--- config.mk ---
export PLATFORM = sky130hd
export DESIGN_NAME = afs_frame_gen
export DESIGN_NICKNAME = d
export VERILOG_FILES = /design/src/rtl/afs_pkg.sv /design/src/rtl/afs_cfg_decode.sv /design/src/rtl/afs_cfg_hold.sv /design/src/rtl/afs_counters.sv /design/src/rtl/afs_outputs.sv /design/src/rtl/afs_frame_gen.sv
export SDC_FILE = /design/constraint.sdc
export NUM_CORES = 1
export LEC_CHECK = 0
export ABC_AREA = 1
export CAP_MARGIN = 20
export CORE_MARGIN = 2
export CORE_UTILIZATION = 60
export CTS_BUF_LIST = sky130_fd_sc_hd__clkbuf_8
export DETAILED_ROUTE_END_ITERATION = 10
export DONT_BUFFER_PORTS = 1
export PLACE_DENSITY_LB_ADDON = 0.3
export SLEW_MARGIN = 0
export SYNTH_ARGS = -nofsm -noshare
export SYNTH_HDL_FRONTEND = slang
export SYNTH_SLANG_ARGS = --single-unit
--- constraint.sdc ---
create_clock -name clk -period 3.24 [get_ports clk]
set_clock_uncertainty 0.2 [all_clocks]
set_input_delay 0.648 -clock clk [delete_from_list [all_inputs] [get_ports clk]]
set_output_delay 0.648 -clock clk [all_outputs]
set_load 0.005 [all_outputs]
--- src/rtl/afs_pkg.sv ---
package afs_pkg;
  localparam int AFS_CTRL_W    = 24;
  localparam int AFS_SLOT_BITS = 32;
  localparam int AFS_DIV_LSB   = 8;
  localparam int AFS_DIV_W     = 5;
  localparam int AFS_NET_BIT   = 5;
  localparam int AFS_SEL_LSB   = 6;
  localparam int AFS_WL_W      = 5;

  localparam logic [1:0] SEL_MASTER = 2'b01;
  localparam logic [1:0] SEL_SLAVE  = 2'b10;

  function automatic logic is_stereo(input logic [1:0] sel);
    return (sel == SEL_MASTER) || (sel == SEL_SLAVE);
  endfunction
endpackage

--- src/rtl/afs_cfg_decode.sv ---
module afs_cfg_decode
  import afs_pkg::*;
#(
  parameter int CTRL_W  = AFS_CTRL_W,
  parameter int DIV_LSB = AFS_DIV_LSB,
  parameter int DIV_W   = AFS_DIV_W,
  parameter int NET_BIT = AFS_NET_BIT,
  parameter int SEL_LSB = AFS_SEL_LSB,
  parameter int WL_W    = AFS_WL_W,
  localparam int RAT_W  = DIV_W + 1
) (
  input  logic [CTRL_W-1:0] ctrl,
  output logic [RAT_W-1:0]  ratio,
  output logic              net,
  output logic [WL_W-1:0]   wl_m1,
  output logic              bad
);
  logic [DIV_W-1:0] field;
  logic [1:0]       sel;
  logic             unused_ctrl;

  assign field       = ctrl[DIV_LSB +: DIV_W];
  assign sel         = ctrl[SEL_LSB +: 2];
  assign wl_m1       = ctrl[WL_W-1:0];
  assign unused_ctrl = ^ctrl;

  always_comb begin
    ratio = RAT_W'(field) + RAT_W'(1);
    net   = 1'b0;
    bad   = 1'b0;
    if (is_stereo(sel)) begin
      // stereo selections force a two-slot frame
      ratio = RAT_W'(2);
      net   = 1'b1;
    end else if (ctrl[NET_BIT]) begin
      net = 1'b1;
      if (field == '0) begin
        // single-slot frame cannot exist in multi-slot mode: clamp
        ratio = RAT_W'(2);
        bad   = 1'b1;
      end
    end
  end
endmodule

--- src/rtl/afs_cfg_hold.sv ---
module afs_cfg_hold #(
  parameter int RAT_W = 6,
  parameter int WL_W  = 5
) (
  input  logic             clk,
  input  logic             rst_n,
  input  logic             load,
  input  logic [RAT_W-1:0] nxt_ratio,
  input  logic             nxt_net,
  input  logic [WL_W-1:0]  nxt_wl,
  input  logic             nxt_bad,
  output logic [RAT_W-1:0] act_ratio,
  output logic             act_net,
  output logic [WL_W-1:0]  act_wl,
  output logic             cfg_err
);
  always_ff @(posedge clk) begin
    if (!rst_n) begin
      act_ratio <= RAT_W'(1);
      act_net   <= 1'b0;
      act_wl    <= '0;
      cfg_err   <= 1'b0;
    end else begin
      if (load) begin
        act_ratio <= nxt_ratio;
        act_net   <= nxt_net;
        act_wl    <= nxt_wl;
        if (nxt_bad) cfg_err <= 1'b1;
      end
    end
  end

  AST_ERR_STICKY: assert property (@(posedge clk) disable iff (!rst_n)
    cfg_err |=> cfg_err);
  AST_NET_MIN_TWO: assert property (@(posedge clk) disable iff (!rst_n)
    act_net |-> (act_ratio >= RAT_W'(2)));
  AST_CFG_HELD: assert property (@(posedge clk) disable iff (!rst_n)
    !load |=> ($stable(act_ratio) && $stable(act_net) && $stable(act_wl)));
endmodule

--- src/rtl/afs_counters.sv ---
module afs_counters #(
  parameter int SLOT_BITS = 32,
  parameter int DIV_W     = 5,
  localparam int RAT_W    = DIV_W + 1,
  localparam int BIT_W    = $clog2(SLOT_BITS)
) (
  input  logic             clk,
  input  logic             rst_n,
  input  logic             en,
  input  logic [RAT_W-1:0] ratio,
  output logic [BIT_W-1:0] bit_cnt,
  output logic [DIV_W-1:0] word_cnt,
  output logic             running,
  output logic             frame_end
);
  localparam logic [BIT_W-1:0] BIT_LAST = BIT_W'(SLOT_BITS - 1);

  logic slot_end;
  logic word_last;

  assign slot_end  = (bit_cnt == BIT_LAST);
  assign word_last = (RAT_W'(word_cnt) == (ratio - RAT_W'(1)));
  assign frame_end = slot_end && word_last;

  always_ff @(posedge clk) begin
    if (!rst_n || !en) begin
      bit_cnt  <= '0;
      word_cnt <= '0;
      running  <= 1'b0;
    end else begin
      running <= 1'b1;
      if (slot_end) begin
        bit_cnt  <= '0;
        word_cnt <= word_last ? '0 : word_cnt + DIV_W'(1);
      end else begin
        bit_cnt <= bit_cnt + BIT_W'(1);
      end
    end
  end

  AST_SLOT_RANGE: assert property (@(posedge clk) disable iff (!rst_n)
    RAT_W'(word_cnt) < ratio);
  AST_FRAME_WRAP: assert property (@(posedge clk) disable iff (!rst_n)
    (en && frame_end) |=> (bit_cnt == '0 && word_cnt == '0));
endmodule

--- src/rtl/afs_outputs.sv ---
module afs_outputs #(
  parameter int DIV_W  = 5,
  parameter int BIT_W  = 5,
  parameter int WL_W   = 5
) (
  input  logic             clk,
  input  logic             rst_n,
  input  logic             en,
  input  logic [BIT_W-1:0] bit_cnt,
  input  logic [DIV_W-1:0] word_cnt,
  input  logic             net,
  input  logic [WL_W-1:0]  wl_m1,
  output logic             fsync,
  output logic             word_start,
  output logic             bit_valid,
  output logic [DIV_W-1:0] slot_idx
);
  logic live;
  logic carried;
  logic first_bit;
  logic first_slot;

  assign live       = en && rst_n;
  assign first_bit  = (bit_cnt == '0);
  assign first_slot = (word_cnt == '0);
  assign carried    = net || first_slot;

  assign fsync      = live && first_slot && (net || first_bit);
  assign word_start = live && carried && first_bit;
  assign bit_valid  = live && carried && (32'(bit_cnt) <= 32'(wl_m1));
  assign slot_idx   = live ? word_cnt : '0;

  AST_FS_ONE_BIT: assert property (@(posedge clk) disable iff (!rst_n)
    (fsync && !net && en) |=> !fsync);
  AST_START_VALID: assert property (@(posedge clk) disable iff (!rst_n)
    word_start |-> bit_valid);
endmodule

--- src/rtl/afs_frame_gen.sv ---
module afs_frame_gen
  import afs_pkg::*;
#(
  parameter int CTRL_W    = AFS_CTRL_W,
  parameter int SLOT_BITS = AFS_SLOT_BITS,
  parameter int DIV_LSB   = AFS_DIV_LSB,
  parameter int DIV_W     = AFS_DIV_W,
  parameter int NET_BIT   = AFS_NET_BIT,
  parameter int SEL_LSB   = AFS_SEL_LSB,
  parameter int WL_W      = AFS_WL_W
) (
  input  logic              clk,
  input  logic              rst_n,
  input  logic              en,
  input  logic [CTRL_W-1:0] ctrl,
  output logic              fsync,
  output logic              word_start,
  output logic              bit_valid,
  output logic [DIV_W-1:0]  slot_idx,
  output logic              cfg_err
);
  localparam int RAT_W = DIV_W + 1;
  localparam int BIT_W = $clog2(SLOT_BITS);

  logic [RAT_W-1:0] nxt_ratio, act_ratio, eff_ratio;
  logic             nxt_net, act_net, eff_net, nxt_bad;
  logic [WL_W-1:0]  nxt_wl, act_wl, eff_wl;
  logic [BIT_W-1:0] bit_cnt;
  logic [DIV_W-1:0] word_cnt;
  logic             running, frame_end, load;

  afs_cfg_decode #(
    .CTRL_W(CTRL_W), .DIV_LSB(DIV_LSB), .DIV_W(DIV_W),
    .NET_BIT(NET_BIT), .SEL_LSB(SEL_LSB), .WL_W(WL_W)
  ) u_dec (
    .ctrl(ctrl), .ratio(nxt_ratio), .net(nxt_net), .wl_m1(nxt_wl), .bad(nxt_bad)
  );

  // a new setting is taken on the first clock of a run or at a frame boundary
  assign load = rst_n && en && (!running || frame_end);

  afs_cfg_hold #(.RAT_W(RAT_W), .WL_W(WL_W)) u_hold (
    .clk(clk), .rst_n(rst_n), .load(load),
    .nxt_ratio(nxt_ratio), .nxt_net(nxt_net), .nxt_wl(nxt_wl), .nxt_bad(nxt_bad),
    .act_ratio(act_ratio), .act_net(act_net), .act_wl(act_wl), .cfg_err(cfg_err)
  );

  // first bit clock of a run uses the live setting, later ones the held one
  assign eff_ratio = running ? act_ratio : nxt_ratio;
  assign eff_net   = running ? act_net   : nxt_net;
  assign eff_wl    = running ? act_wl    : nxt_wl;

  afs_counters #(.SLOT_BITS(SLOT_BITS), .DIV_W(DIV_W)) u_cnt (
    .clk(clk), .rst_n(rst_n), .en(en), .ratio(eff_ratio),
    .bit_cnt(bit_cnt), .word_cnt(word_cnt), .running(running), .frame_end(frame_end)
  );

  afs_outputs #(.DIV_W(DIV_W), .BIT_W(BIT_W), .WL_W(WL_W)) u_out (
    .clk(clk), .rst_n(rst_n), .en(en), .bit_cnt(bit_cnt), .word_cnt(word_cnt),
    .net(eff_net), .wl_m1(eff_wl),
    .fsync(fsync), .word_start(word_start), .bit_valid(bit_valid), .slot_idx(slot_idx)
  );

  AST_STEREO_TWO: assert property (@(posedge clk) disable iff (!rst_n)
    (load && is_stereo(ctrl[SEL_LSB +: 2])) |=> (act_ratio == RAT_W'(2)));
  AST_RUN_STARTS_FRAME: assert property (@(posedge clk) disable iff (!rst_n)
    $rose(en) |-> fsync);
endmodule

==> results.md <==
* RSZ-0062 raised after global routing: false
* DR vias at between 1,500 and 2,000
* Routed WL at 3.56 mm
* Static Leak at 0.900 nW
* Die H at between 50 and 60 µm
* Fin crit share at ~90%
* Largest net degree at the start of global routing at 20
* Layout area overhead at 2.19%
* Buffers & Inverters on Critical Path at 0
* Final hold vios at 0
* # DRC at 0
* Routed vias/inst at approximately 5.5
* CP top delay family: compound AO/OA/AOI/OAI gates
* DP HPWL at between 2 and 3 mm
* Worst-margin pin slew at 375 ps
* Area contributors post-synth: dfxtp_1 27%, nand2_1 13%, nand3_1 11%, ha_1 9.2%, inv_1 7.2%
* Die X at approximately 58 µm
* Register area at 480 µm²
* Most frequent cells in the layout: 62 x nand2_1, 40 x nand3_1, 34 x inv_1, 31 x nor2_1, 24 x dfxtp_1
* Initial drt markers at 65
* CTS tree: built
* Clk_lat worst skew at 270 ps
* Sw Ratio at slightly below 30%
* Post-synth top area share at a little over a quarter
* Aggregate global routing overflow at 0
* Data arrival time of the worst path at between 2000 and 2500 ps
* Multi-input gate area at roughly 0.0011 mm²
* Logic pwr share at 21.0%
* Buffer count from post-CTS setup fixing at 0
* Crit path time final at a little under 3000 ps
* Fill cell count at ~250
* PnR Total Power at between 0.6 and 0.7 mW
* Setup crit end kind: output port
* Final hold slack at roughly 270 ps
* CP Cell Sequence: mux2i_1 > ha_1 > a21oi_1 > nor2_1 > a2111oi_0 > a21oi_1 > nor2_1
* Gr usage total at roughly a quarter
* Cell Area, Synth at between 0.0015 and 0.002 mm²
* Initial Utilization at 63.7%
* Wire per inst at 11.8 µm
* Register area share after synthesis at between 20% and 30%
* Layout cells sized above 1 at around 7.4%
* Peak VDD IR at ~0.28 mV
* Max-slew violations at 0
* Min-delay worst type: reg -> reg
* Relative slew slack at 74.3%
* CP max stage cell: dfxtp_1
* P_sw at 0.184 mW
* Critical path required time at 2390 ps
* Synthesized flop and latch total at 24
* Total CTS buffers at 3
* Share of synthesized registers carrying an async set or reset at 0%
* Crit-path max FO at 7
* Placement Setup Slack at ~200 ps
* Root Driver: clkbuf_8
* Post-cts sizing count at 0
* PnR worst setup slack at 325 ps
* Nets at 312
* Critical Path Max Stage Delay at between 500 and 600 ps
* First-pass GRT wire length at just over 6 mm
* Maximum buffer depth of the clock tree at 2
* Setup violations, final at 0
* Row Count at 19
* Ant diodes at 0
* Dominant synthesized flop cell: dfxtp_1
* Initial antenna violation count at 0
* Sequential share of power at around 50%
* Syn. warnings at 0
* Part of the power in the clock network at between 20 and 30%
* Syn_nets at 310
* Power Dens Cells at about 340 mW/mm²
* Yosys cell types at 33
* Sink Count at 24
* Pint at between 0.4 and 0.5 mW
* RD Place Congestion at ~0.84
* Die ar. at around 0.0034 mm²
* CP Class: reg -> out
* Pre-antenna DRT Iters at 4
* Total of max-cap violations at 0
* Post-DRT Antenna Nets at 0
* Clock slew at reported path FFs at roughly 80 ps
* Post-synth EDFFs at 0
* Fmax at ~340 MHz
* Yosys top cell by area: dfxtp_1
* CTS H-tree lvls at 1
* CORE AREA at between 0.002 and 0.003 mm²
* Outcome: complete, no violations
* Setup TNS at 0 ps
* Gate Count Post-Synth at 270
* CP Launch Type: flop
* Commonest non-fill, non-tap cell in the layout: nand2_1
* Syn_area_per_cell at about 6.6 µm²
* IO Pins at 36
* Port-buffer cells at 0
* # hold bufs at CTS at 0
* Vias in the first global route at around 1,500
-- cell type report --
| type | instances | area share (%) |
|---|---|---|
| Sequential cell | 24 | 26.5 |
| Inverter | 36 | 7.46 |
| Tap cell | 31 | 2.14 |
| Multi-Input combinational cell | 203 | 59.9 |
| Timing Repair Buffer | 4 | 1.66 |
| Clock buffer | 3 | 2.28 |
-- state kept, by name (all words and copies together) (netlist names) --
register,count
u_hold.act_ratio,6
u_cnt.bit_cnt,5
u_cnt.word_cnt,5
u_hold.act_wl,5
u_cnt.running,1
u_hold.act_net,1
u_hold.cfg_err,1
-- cells in the mapped netlist, types with 2 or more instances --
master,instances
buf_4,2
nand2_1,62
nor2_2,3
inv_1,34
nand2_4,2
dfxtp_1,24
inv_2,2
nor4_1,3
nand3_1,40
or2_0,2
nand3_2,3
nand2_2,2
a21oi_1,10
mux2i_1,4
o21ai_0,8
nor3_1,4
nor2_1,31
ha_1,13
nand4_1,7
-- metal layers --
metal	GRT usage (%)	up-vias	part of all wire, %
met3	4.40	5	5.0
met4	7.64	0	1.3
met2	37.9	32	47
met5	0	-	0
li1	-	887	-
met1	31.4	720	46
-- through the flow --
| stage | instances | cell area [µm²] | utilization [%] |
|---|---|---|---|
| 2_1_floorplan | 270 | 1770 | - |
| 3_3_place_gp | 298 | 1770 | 63.7 |
| 3_5_place_dp | 298 | 1770 | 63.7 |
| 4_1_cts | 301 | 1810 | 65.1 |
| 5_1_grt | 301 | 1810 | 65.1 |
| 6_report | 301 | 1810 | 65.1 |
-- worst paths after layout --
kind                                  from                            end  slack, ps  depth (start not counted)
max                  u_cnt.running$_DFF_P_                      bit_valid        320                          7
min reg2reg  u_hold.act_wl[2]$_SDFFE_PN0P_  u_hold.act_wl[2]$_SDFFE_PN0P_        270                          2
min          u_hold.act_wl[2]$_SDFFE_PN0P_  u_hold.act_wl[2]$_SDFFE_PN0P_        270                          2
max reg2reg          u_cnt.running$_DFF_P_  u_hold.act_wl[3]$_SDFFE_PN0P_        550                         16
-- worst min-delay path, delay by kind of cell (launching register included) --
kind	cells	cell delay (ps)
flops	1	320
simple gates	2	110
-- power groups by stage --
stage | sequential [mW] | combinational [mW] | clock, mW
after floorplan | 0.318 | 0.116 | 0
after global placement | 0.320 | 0.127 | 0
after detailed placement | 0.321 | 0.130 | 0
after CTS | 0.314 | 0.131 | 0.179
after global routing | 0.315 | 0.153 | 0.188
final | 0.314 | 0.131 | 0.177
-- cells by family (layout without fill, tap and decap cells) --
kind of cell               after synthesis  in the layout  share of synthesized area [%]
AOI/OAI and AO/OA                       22             22                           6.70
xor gates and xnor gates                 1              1                          0.494
adders and majority gates               13             13                           9.17
buffers and inverters                   43             43                           11.6
DFF                                     24             24                           27.1
muxes                                    4              4                           2.26
and+or+nand+nor                        163            163                           42.6
Power figures use the tool's default switching activity.
